[src/rtl/pwmclk_pkg.sv]
package pwmclk_pkg;
    localparam int PRE_W  = 3;
    localparam int SCL_W  = 8;
    localparam int NUM_CH = 6;

    // Pair of enable strobes a channel can choose from.
    typedef struct packed {
        logic plain;
        logic scaled;
    } src_pair_t;

    // Channel-to-pair wiring: index mod 4 of 2 or 3 uses the B pair.
    function automatic bit uses_pair_b(int ch);
        return (ch % 4) >= 2;
    endfunction
endpackage

[src/rtl/pwmclk_prescale.sv]
module pwmclk_prescale #(
    parameter int PRE_W = pwmclk_pkg::PRE_W
) (
    input  logic             clk,
    input  logic             rst,
    input  logic             hold,
    input  logic [PRE_W-1:0] exp_a,
    input  logic [PRE_W-1:0] exp_b,
    output logic             tick_a,
    output logic             tick_b
);
    localparam int CNT_W = (1 << PRE_W) - 1;

    logic [CNT_W-1:0] phase;
    logic [CNT_W-1:0] mask_a, mask_b;
    logic             run;

    assign run    = ~rst & ~hold;
    assign mask_a = ~({CNT_W{1'b1}} << exp_a);
    assign mask_b = ~({CNT_W{1'b1}} << exp_b);
    assign tick_a = run & ((phase & mask_a) == mask_a);
    assign tick_b = run & ((phase & mask_b) == mask_b);

    always_ff @(posedge clk) begin
        if (rst)      phase <= '0;
        else if (run) phase <= phase + 1'b1;
    end

    AST_HOLD_QUIET:  assert property (@(posedge clk) disable iff (rst)
        hold |-> (!tick_a && !tick_b));
    AST_HOLD_FREEZE: assert property (@(posedge clk) disable iff (rst)
        hold |=> (phase == $past(phase)));
    AST_EXP0_EVERY:  assert property (@(posedge clk) disable iff (rst)
        (!hold && exp_a == '0) |-> tick_a);
endmodule

[src/rtl/pwmclk_scaler.sv]
module pwmclk_scaler #(
    parameter int SCL_W = pwmclk_pkg::SCL_W
) (
    input  logic             clk,
    input  logic             rst,
    input  logic             tick_in,
    input  logic             wr,
    input  logic [SCL_W-1:0] wdata,
    output logic             tick_out
);
    localparam int CNT_W = SCL_W + 1;
    localparam int LIM_W = SCL_W + 2;

    logic [SCL_W-1:0] scale_q;
    logic [CNT_W-1:0] cnt;
    logic [LIM_W-1:0] limit;
    logic             at_end;

    assign limit    = (scale_q == '0) ? LIM_W'(1) << (SCL_W + 1)
                                      : {1'b0, scale_q, 1'b0};
    assign at_end   = ({1'b0, cnt} == limit - 1'b1);
    assign tick_out = tick_in & ~wr & at_end;

    always_ff @(posedge clk) begin
        if (rst) begin
            scale_q <= '0;
            cnt     <= '0;
        end else if (wr) begin
            scale_q <= wdata;
            cnt     <= '0;
        end else if (tick_in) begin
            cnt <= at_end ? '0 : cnt + 1'b1;
        end
    end

    AST_SCALED_SUBSET: assert property (@(posedge clk) disable iff (rst)
        tick_out |-> tick_in);
    AST_WR_RESTART:    assert property (@(posedge clk) disable iff (rst)
        wr |=> (cnt == '0));
    AST_NO_OVERFLOW:   assert property (@(posedge clk) disable iff (rst)
        ({1'b0, cnt} < limit));
    AST_IDLE_STILL:    assert property (@(posedge clk) disable iff (rst)
        (!tick_in && !wr) |=> $stable(cnt));
endmodule

[src/rtl/pwm_clock_select.sv]
module pwm_clock_select
    import pwmclk_pkg::*;
(
    input  logic              clk,
    input  logic              rst,
    input  logic              wait_req,
    input  logic              wait_stop_en,
    input  logic [PRE_W-1:0]  presc_a,
    input  logic [PRE_W-1:0]  presc_b,
    input  logic              scale_a_we,
    input  logic [SCL_W-1:0]  scale_a_wdata,
    input  logic              scale_b_we,
    input  logic [SCL_W-1:0]  scale_b_wdata,
    input  logic [NUM_CH-1:0] chan_sel,
    output logic              tick_a,
    output logic              tick_b,
    output logic              tick_sa,
    output logic              tick_sb,
    output logic [NUM_CH-1:0] chan_tick
);
    logic      frozen;
    src_pair_t pair_a, pair_b;

    assign frozen = wait_stop_en & wait_req;

    pwmclk_prescale #(.PRE_W(PRE_W)) u_pre (
        .clk(clk), .rst(rst), .hold(frozen),
        .exp_a(presc_a), .exp_b(presc_b),
        .tick_a(tick_a), .tick_b(tick_b)
    );

    pwmclk_scaler #(.SCL_W(SCL_W)) u_scl_a (
        .clk(clk), .rst(rst), .tick_in(tick_a),
        .wr(scale_a_we), .wdata(scale_a_wdata), .tick_out(tick_sa)
    );

    pwmclk_scaler #(.SCL_W(SCL_W)) u_scl_b (
        .clk(clk), .rst(rst), .tick_in(tick_b),
        .wr(scale_b_we), .wdata(scale_b_wdata), .tick_out(tick_sb)
    );

    assign pair_a = '{plain: tick_a, scaled: tick_sa};
    assign pair_b = '{plain: tick_b, scaled: tick_sb};

    for (genvar i = 0; i < NUM_CH; i++) begin : g_ch
        src_pair_t src;
        if (uses_pair_b(i)) begin : g_b
            assign src = pair_b;
        end else begin : g_a
            assign src = pair_a;
        end
        assign chan_tick[i] = chan_sel[i] ? src.scaled : src.plain;

        AST_CHAN_FROM_PAIR: assert property (@(posedge clk) disable iff (rst)
            chan_tick[i] |-> (uses_pair_b(i) ? (tick_b || tick_sb)
                                             : (tick_a || tick_sa)));
    end

    AST_FROZEN_SILENT: assert property (@(posedge clk) disable iff (rst)
        frozen |-> (chan_tick == '0 && !tick_sa && !tick_sb));
endmodule

[config.mk]
export PLATFORM = sky130hd
export DESIGN_NAME = pwm_clock_select
export DESIGN_NICKNAME = d
export VERILOG_FILES = /design/src/rtl/pwmclk_pkg.sv /design/src/rtl/pwmclk_prescale.sv /design/src/rtl/pwmclk_scaler.sv /design/src/rtl/pwm_clock_select.sv
export SDC_FILE = /design/constraint.sdc
export NUM_CORES = 1
export LEC_CHECK = 0
export ABC_AREA = 0
export BUFFER_PORTS_ARGS = -buffer_cell sky130_fd_sc_hd__buf_2
export CAP_MARGIN = 20
export CORE_UTILIZATION = 51
export DETAILED_ROUTE_END_ITERATION = 8
export PLACE_DENSITY = 0.89
export SLEW_MARGIN = 20
export SYNTH_ARGS = -nofsm -noshare
export SYNTH_HDL_FRONTEND = slang
export SYNTH_SLANG_ARGS = --single-unit
[constraint.sdc]
create_clock -name clk -period 2.5 [get_ports clk]
set_clock_uncertainty 0.15 [all_clocks]
set_input_delay 0.375 -clock clk [delete_from_list [all_inputs] [get_ports clk]]
set_output_delay 0.375 -clock clk [all_outputs]
set_load 0.01 [all_outputs]
== Yosys cells after proc, flatten, opt, wreduce, memory -nomap -nowiden ==
Cells that the tools add are included.

* Add/subtract/negate cells: 5
* Eq/ne operators: 4
* Shift operators: 2
* Multiplexer cells: 10
* Bitwise logic cells: 16
* Reductions and logical operators: 4

{| class="wikitable"
|+ Operator list
! kind !! count
|-
| 9-bit by 10-bit equality test with 1-bit output || 2
|-
| 10-bit 2-to-1 mux || 2
|-
| 10-bit by 1-bit subtractor with 10-bit output (second input constant) || 2
|-
| 9-bit by 1-bit adder with 9-bit output (second input constant) || 2
|-
| 9-bit 2-to-1 mux || 2
|-
| 8-bit logical NOT || 2
|-
| 7-bit bitwise AND || 2
|-
| 7-bit equality test || 2
|-
| 7-bit inverter || 2
|-
| 7-bit by 3-bit left shift with 7-bit output (first input constant) || 2
|-
| 1-bit bitwise AND || 8
|-
| 7-bit by 1-bit adder with 7-bit output (second input constant) || 1
|-
| 1-bit 2-to-1 mux || 6
|-
| 1-bit inverter || 4
|-
| 2-bit OR reduction || 2
|}

* Register bits after elaboration: 41
* Input port bits: 34
* Output and inout port bits: 10

== Longest topological paths before layout ==
Gate-level depths: netlist of run 1.

* Depth in word-level cells: 8
* Gate-level depth with buffers: 9
* Gate-level depth less buffers: 8

== By module ==
From an unflattened synthesis of run 1, not the netlist that was laid out.

* Cell total of the unflattened synthesis: 301
* Area total of the unflattened synthesis: 2622.5 µm²

{| class="wikitable"
|+ By module, submodules not included
! module !! times used !! cells each !! area an instance (µm²) !! seq. area each (µm²)
|-
| pwmclk_scaler || 2 || 122 || 1063.5 || 340.3
|-
| pwmclk_prescale || 1 || 50 || 421.7 || 140.1
|-
| pwm_clock_select || 1 || 7 || 73.8 || 0.0
|}

== Worst setup path before layout of run 1 ==
OpenSTA, ideal clock, no wires.

* Path kind: register to output
* Start: reg u_scl_b.scale_q[0]
* End: out chan_tick[2]
* Arrival: 2.270 ns
* Data required time: 1.975 ns
* Slack: -0.295 ns
* Cell stages (with the launch flop): 10
* Buffers on the path: 1
* Cells stage by stage: dfxtp_1 inv_1 ha_1 buf_6 o21ba_1 a221o_1 a211oi_2 nand4_2 nor4_2 o21bai_1

* Longest elaborated chain between the ends: 6

{| class="wikitable"
|+ RTL lines
! element !! line !! source
|-
| start, declared || pwmclk_scaler.sv:14 || <nowiki>logic [SCL_W-1:0] scale_q;</nowiki>
|-
| start signal, assigned || pwmclk_scaler.sv:29 || <nowiki>scale_q <= wdata;</nowiki>
|-
| 8-bit logical NOT || pwmclk_scaler.sv:19 || <nowiki>assign limit = (scale_q == '0) ? LIM_W'(1) << (SCL_W + 1)</nowiki>
|-
| 10-bit 2-to-1 mux * || pwmclk_scaler.sv:19 ||
|-
| 10-bit by 1-bit subtractor with 10-bit output * || pwmclk_scaler.sv:21 || <nowiki>assign at_end = ({1'b0, cnt} == limit - 1'b1);</nowiki>
|-
| 9-bit by 10-bit equality test with 1-bit output * || pwmclk_scaler.sv:21 ||
|-
| 1-bit bitwise AND * || pwmclk_scaler.sv:22 || <nowiki>assign tick_out = tick_in & ~wr & at_end;</nowiki>
|-
| via tick_sb || pwm_clock_select.sv:18 || <nowiki>output logic tick_sb,</nowiki>
|-
| 1-bit 2-to-1 mux * || pwm_clock_select.sv:52 || <nowiki>assign chan_tick[i] = chan_sel[i] ? src.scaled : src.plain;</nowiki>
|-
| end, declared || pwm_clock_select.sv:19 || <nowiki>output logic [NUM_CH-1:0] chan_tick</nowiki>
|}

The timed path passes the listed nets; every way through them passes the cells marked *.

== Worst setup path in the final report of run 1 ==
* Start: reg u_scl_b.scale_q[0]
* End: out chan_tick[3]

* Longest elaborated chain between the ends: 6

{| class="wikitable"
|+ RTL lines
! element !! line
|-
| 8-bit logical NOT || pwmclk_scaler.sv:19
|-
| 10-bit 2-to-1 mux * || pwmclk_scaler.sv:19
|-
| 10-bit by 1-bit subtractor with 10-bit output * || pwmclk_scaler.sv:21
|-
| 9-bit by 10-bit equality test with 1-bit output * || pwmclk_scaler.sv:21
|-
| 1-bit bitwise AND * || pwmclk_scaler.sv:22
|-
| 1-bit 2-to-1 mux * || pwm_clock_select.sv:52
|}

Every way passes the cells marked *; elsewhere a longest branch is shown, timed or not.

==> results of run 1 <==
==> worst max-delay path by stage <==
stage	end	slack (ns)	cells past startpoint
5_1_grt	chan_tick[3]	-0.28	9
6_report	chan_tick[3]	-0.19	9
4_1_cts	chan_tick[3]	-0.28	9
3_3_place_gp	chan_tick[2]	0.06	9
3_5_place_dp	chan_tick[3]	-0.12	9
2_1_floorplan	chan_tick[2]	-0.03	9
==> cell families (layout without fill, tap and decap cells) <==
| kind of cell | after synthesis | after routing | synth area share [%] |
|---|---|---|---|
| buffers and inverters | 23 | 86 | 3.98 |
| DFF | 41 | 41 | 32.2 |
| and+or+nand+nor | 131 | 131 | 27.0 |
| xor gates and xnor gates | 39 | 39 | 13.4 |
| muxes | 19 | 19 | 7.47 |
| AOI/OAI and AO/OA | 45 | 45 | 12.5 |
| adders and majority gates | 7 | 7 | 3.44 |
==> placed cells by master (no fill, tap or decap), types with 4 or more instances in the layout <==
cell,count
a21oi_1,8
nor2b_1,4
clkbuf_8,6
nand2_1,21
mux2i_1,18
nand4_1,5
xnor2_1,13
dfxtp_1,36
buf_4,23
nor3_1,11
inv_1,7
nand3_1,16
buf_2,40
nor2_1,41
inv_2,5
dfxtp_2,5
o21ai_0,5
xor2_1,26
==> through the flow <==
| step | TNS, ns | cell area [sq um] |
|---|---|---|
| finish | -1.06 | 3280 |
| detailed placement | -0.236 | 2980 |
| global route | -1.92 | 3280 |
| global placement | 0 | 2980 |
| CTS | -1.37 | 3220 |
| floorplan | -0.0523 | 2590 |
==> area by class of cell <==
type | count | area (sq um)
multi-input cells | 241 | 1800
fillers | 360 | 1480
flip-flops and latches | 41 | 827
repair buffers | 66 | 407
clock buffers | 7 | 86.3
well taps | 67 | 83.8
inverters | 12 | 45.0
clock inverters | 1 | 30.0
==> worst reg2reg max path, delay by kind of cell (launching register included) <==
family	cells	cell delay (ns)
and+or+nand+nor	3	0.58
adders and majority gates	1	0.18
DFF	1	0.34
buffers and inverters	3	0.35
AOI/OAI and AO/OA	3	0.67
==> what timing repair did <==
action,4_1_cts,5_1_grt
resized for setup,24,13
pin swaps,10,7
endpoints found under the setup margin,8,16
buffers inserted,4,0
hold buffers,0,0
==> sequential cells by signal, summed over array words and instances, names as in the netlist <==
| name | cells |
|---|---|
| u_scl_b.scale_q | 8 |
| u_scl_b.cnt | 9 |
| u_scl_a.scale_q | 8 |
| u_pre.phase | 7 |
| u_scl_a.cnt | 9 |
==> power groups by stage <==
stage          registers, mW  logic (mW)  clock network, mW
2_1_floorplan          0.712       0.189                  0
3_3_place_gp           0.710       0.286                  0
3_5_place_dp           0.712       0.300                  0
4_1_cts                0.698       0.326              0.569
5_1_grt                0.705       0.371              0.601
6_report               0.702       0.344              0.560
==> metal layers <==
| metal | global-route usage [%] | vias to the layer above | wire length (microns) |
|---|---|---|---|
| met5 | 0 | - | 0 |
| met3 | 4.56 | 11 | 283 |
| met2 | 42.2 | 71 | 3110 |
| li1 | - | 1200 | - |
| met1 | 28.4 | 1146 | 2610 |
| met4 | 11.5 | 0 | 107 |
==> impl_metrics.json, run 1 <==
{
  "die_w_microns": 72.7,
  "worstHoldStart": "scale_a_wdata[1]",
  "ant_nets": 0,
  "cts_tree": "built",
  "rows": 25,
  "track_usage_pct": 24.1,
  "drive_gt1_share_pct": 32.6,
  "slew_viol_final": 0,
  "min_to": "u_scl_a.scale_q[1]",
  "synth_top_area_share_pct": 32.2,
  "synth.distinct_cells": 50,
  "leakage_nw": 1.38,
  "syn_to_final_growth_pct": 28.7,
  "numPortBuffers": 43,
  "critPathKind": "register to output pin",
  "wl_per_cell_microns": 14.1,
  "clock_path_buffers": 2,
  "r2r-end": "u_scl_b.cnt[6]",
  "syn_nets": 346,
  "first_iter_violations": 169,
  "grt_pass1_wl_mm": 9.94,
  "crit_path_start_kind": "register",
  "grt_max_degree": 26,
  "cp.required_ns": 1.98,
  "rsz0062_at_grt": "yes",
  "crit_arrival_ns": 2.17,
  "die-area_sq_um": 5280,
  "swShare_pct": 26.9,
  "numClockSinks": 41,
  "fin_crit_sh_pct": 108,
  "cpPeakStageDelay_ns": 0.34,
  "post-synth-top-area-cell": "dfxtp_1",
  "pin_count": 44,
  "die_h_microns": 72.7,
  "hp-class": "input port to register",
  "worstMarginPinSlew_ns": 0.334,
  "pre_cts_slack_ns": -0.119,
  "ys.flop_type": "dfxtp_1",
  "dp.cells": 423,
  "peakVddDrop_uv": 336,
  "fin_ws_ns": -0.192,
  "min_period_ns": 2.69,
  "clkTransAtPathRegs_ns": 0.08,
  "min_path_cells": 3,
  "core_sq_um": 4750,
  "ys_top_cells_by_area": "dfxtp_1 (32%), xor2_1 (8.9%), mux2i_1 (7.5%)",
  "dpl.hpwl_mm": 4.53,
  "n_antenna_cell": 0,
  "start_util_pct": 53.6,
  "combPwrFrac_pct": 21.4,
  "synth.avg_cell_area_sq_um": 8.35,
  "h-tree-depth": 2,
  "vias": 2428,
  "synth_seq_area_share_pct": 32.2,
  "crit_chain": "inv_2 -> ha_4 -> o21ba_1 -> a221o_1 -> a211oi_2 -> nand4_2 -> nor4_4 -> o21bai_4 -> buf_6",
  "drv_cap": 0,
  "ys_ff_latch": 41,
  "synth_edf_count": 0,
  "cp_slowest_cell": "dfxtp_2",
  "p_clk_share_pct": 34.9,
  "reg2reg_depth": 10,
  "p_int_mw": 1.17,
  "root_buffer": "clkbuf_8",
  "gp_congestion": 0.859,
  "finalPower_mw": 1.61,
  "syn-cell-area_sq_um": 2550,
  "switchingPower_uw": 431,
  "max_slew_margin_pct": 77.4,
  "num-nets-final": 408,
  "run_status": "finished with violations",
  "grt_overflow_total": 0,
  "finalHoldViolations": 0,
  "synthCells": 305,
  "fin_cells": 435,
  "worstPathMaxFanout": 6,
  "ys_async_sr_fraction_pct": 0,
  "drcViolationCount": 0,
  "power_per_cell_area_nw_per_um2": 490,
  "utilization_pct": 68.9,
  "antenna_found_initial": 0,
  "yosys_warnings": 0,
  "yosys-top-cells-count": "dfxtp_1 (41), nor2_1 (41), xor2_1 (26), nand2_1 (21), mux2i_1 (19)",
  "rr_startpoint": "u_scl_b.scale_q[0]",
  "critPathCaptureType": "output pin",
  "grt_pass1_vias": 2311,
  "violations": "negative setup slack",
  "drt-total-wl_mm": 6.12,
  "setup_viol_count_final": 8,
  "dr.pass1.iters": 4,
  "rrSetupSlack_ns": 0.10,
  "critical-path-top-delay-family": "compound AO/OA/AOI/OAI gates",
  "p_seq_share_pct": 43.7,
  "holdWs_ns": 0.158,
  "crit_buf_inv": 2,
  "fmaxAchievable_mhz": 371,
  "vias_per_cell": 5.58,
  "numCtsBuffers": 5,
  "worst_skew_pair.late_latency_ns": 0.30,
  "crit_start": "u_scl_b.scale_q[0]"
}
Note: power is estimated with default switching activity, not from simulation.
==> run 2, diff against run 1 <==
--- a/config.mk
+++ b/config.mk
@@ -11,6 +11,7 @@
 export CORE_UTILIZATION = 51
 export DETAILED_ROUTE_END_ITERATION = 8
 export PLACE_DENSITY = 0.89
+export RECOVER_POWER = 100
 export SLEW_MARGIN = 20
 export SYNTH_ARGS = -nofsm -noshare
 export SYNTH_HDL_FRONTEND = slang
==> run 2 against run 1 <==
  * The run still ends with negative setup slack left
  * Flip-flop and latch count unchanged
  * Maximum frequency about the same
  * First-iteration DRC count increased by 3.6%
  * Utilization decreased by 0.18 points
  * Non-clock buffer count unchanged
  * Cell area decreased by 0.27%
  * Count of clock-buffer cells in the layout unchanged
  * Critical path depth unchanged
==> impl_metrics.json, run 2 (synthesis gave the netlist of run 1 again) <==
{
  "run_status": "finished with violations",
  "numPortBuffers": 43,
  "min_period_ns": 2.69,
  "worst_skew_pair.late_latency_ns": 0.30,
  "wl_per_cell_microns": 14.1,
  "cpPeakStageDelay_ns": 0.34,
  "antenna_found_initial": 0,
  "fmaxAchievable_mhz": 371,
  "hold_buffers": 0,
  "critical-path-top-delay-family": "multiplexers",
  "fillers": 364,
  "dr.pass1.iters": 6,
  "drive_gt1_share_pct": 31.8,
  "finalHoldViolations": 0,
  "clock_path_buffers": 2,
  "n_antenna_cell": 0,
  "grt_overflow_total": 0,
  "start_util_pct": 53.6,
  "drcViolationCount": 0,
  "worstPathMaxFanout": 3,
  "core_sq_um": 4750,
  "numClockSinks": 41,
  "vias_per_cell": 5.57,
  "cp_slowest_cell": "dfxtp_2",
  "vias": 2422,
  "num-nets-final": 408,
  "leakage_nw": 1.37,
  "worstMarginPinSlew_ns": 0.639,
  "grt_pass1_vias": 2311,
  "design_area_sq_um": 3270,
  "grt_pass1_wl_mm": 9.94,
  "setup_viol_count_final": 8,
  "root_buffer": "clkbuf_8",
  "violations": "negative setup slack",
  "pin_count": 44,
  "final_common_cell": "nor2_1",
  "hp-class": "input port to register",
  "power_per_cell_area_nw_per_um2": 491,
  "rsz0062_at_grt": "yes",
  "die-area_sq_um": 5280,
  "slew_viol_final": 0,
  "gp_congestion": 0.859,
  "clkTransAtPathRegs_ns": 0.08,
  "track_usage_pct": 24.1,
  "numCtsBuffers": 5,
  "fin_setup_tns_ns": -1.07,
  "fin_cells": 435,
  "cp.required_ns": 1.98,
  "max_slew_margin_pct": 57.4,
  "critPathCaptureType": "output pin",
  "final_cell_mix": "nor2_1 (41), buf_2 (39), dfxtp_1 (36)",
  "drt-total-wl_mm": 6.13,
  "die_w_microns": 72.7,
  "crit_path_start_kind": "register",
  "h-tree-depth": 2,
  "die_h_microns": 72.7,
  "critPathKind": "register to output pin",
  "top_regs": "u_scl_a.cnt: 9 flops, u_scl_b.cnt: 9 flops",
  "drv_cap": 0,
  "fin_crit_sh_pct": 108,
  "dpl.hpwl_mm": 4.53,
  "crit_arrival_ns": 2.17,
  "dpl-instance-area_sq_um": 2980,
  "fin_ws_ns": -0.193,
  "ant_nets": 0,
  "peakVddDrop_uv": 337,
  "crit_chain": "inv_2 -> ha_2 -> nor4b_4 -> o21ai_2 -> mux2i_1 -> mux2i_2 -> nor4_4 -> o21bai_4 -> buf_6",
  "grt_max_degree": 26,
  "rows": 25,
  "dp.cells": 423,
  "syn_to_final_growth_pct": 28.4,
  "holdWs_ns": 0.158,
  "cts_tree": "built",
  "crit_buf_inv": 2,
  "first_iter_violations": 175
}
-- run 2: final timing paths --
| kind | cells after the start | from | slack, ns | to |
|---|---|---|---|---|
| setup / recovery | 9 | u_scl_b.scale_q[0] | -0.19 | chan_tick[3] |
| hold / removal | 3 | scale_a_wdata[1] | 0.16 | u_scl_a.scale_q[1] |
| setup reg to reg | 10 | u_scl_b.scale_q[0] | 0.10 | u_scl_b.cnt[6] |
| hold reg to reg | 2 | u_scl_a.scale_q[1] | 0.37 | u_scl_a.scale_q[1] |
-- run 2: layout make-up --
| class | count | area (sq um) | share of cell area [%] |
|---|---|---|---|
| multi-input cells | 241 | 1800 | 55.0 |
| flip-flops and latches | 41 | 827 | 25.3 |
| well taps | 67 | 83.8 | 2.56 |
| inverters | 12 | 45.0 | 1.38 |
| clock buffers | 7 | 86.3 | 2.64 |
| clock inverters | 1 | 30.0 | 0.918 |
| repair buffers | 66 | 398 | 12.2 |
-- run 2: routing by layer --
| layer | share of wire, % | routed length (microns) | vias to the layer above | track usage, % |
|---|---|---|---|---|
| met5 | 0 | 0 | - | 0 |
| met4 | 1.9 | 115 | 0 | 11.5 |
| met3 | 4.2 | 258 | 12 | 4.56 |
| met2 | 50 | 3090 | 67 | 42.2 |
| met1 | 43 | 2670 | 1143 | 28.4 |
| li1 | - | - | 1200 | - |
-- run 2: where the power goes --
group	switching (mW)	internal [mW]
clock	0.238	0.326
combinational	0.170	0.172
sequential	0.0276	0.674
-- run 2: worst register-to-register path, cell delays in order, from the launching register on --
cell      delay [ns]
dfxtp_2         0.34
inv_2           0.06
ha_4            0.18
o21ba_1         0.16
a221o_1         0.32
a211oi_2        0.19
nand4_2         0.14
buf_4           0.16
buf_4           0.13
nor3_4          0.33
nor3_1          0.11
-- run 2: what timing repair did --
| action | in CTS | in global routing |
|---|---|---|
| pin swaps | 10 | 7 |
| setup endpoints to repair | 8 | 16 |
| buffers inserted | 4 | 0 |
| gates resized for setup | 24 | 13 |
-- run 2: stage by stage --
step / worst slack [ns] / utilization [%] / total power, mW
floorplan: -0.0262 / - / 0.901
global placement: 0.0599 / 62.6 / 0.997
detailed placement: -0.119 / 62.6 / 1.01
CTS: -0.277 / 67.7 / 1.59
global route: -0.280 / 68.8 / 1.67
finish: -0.193 / 68.8 / 1.61
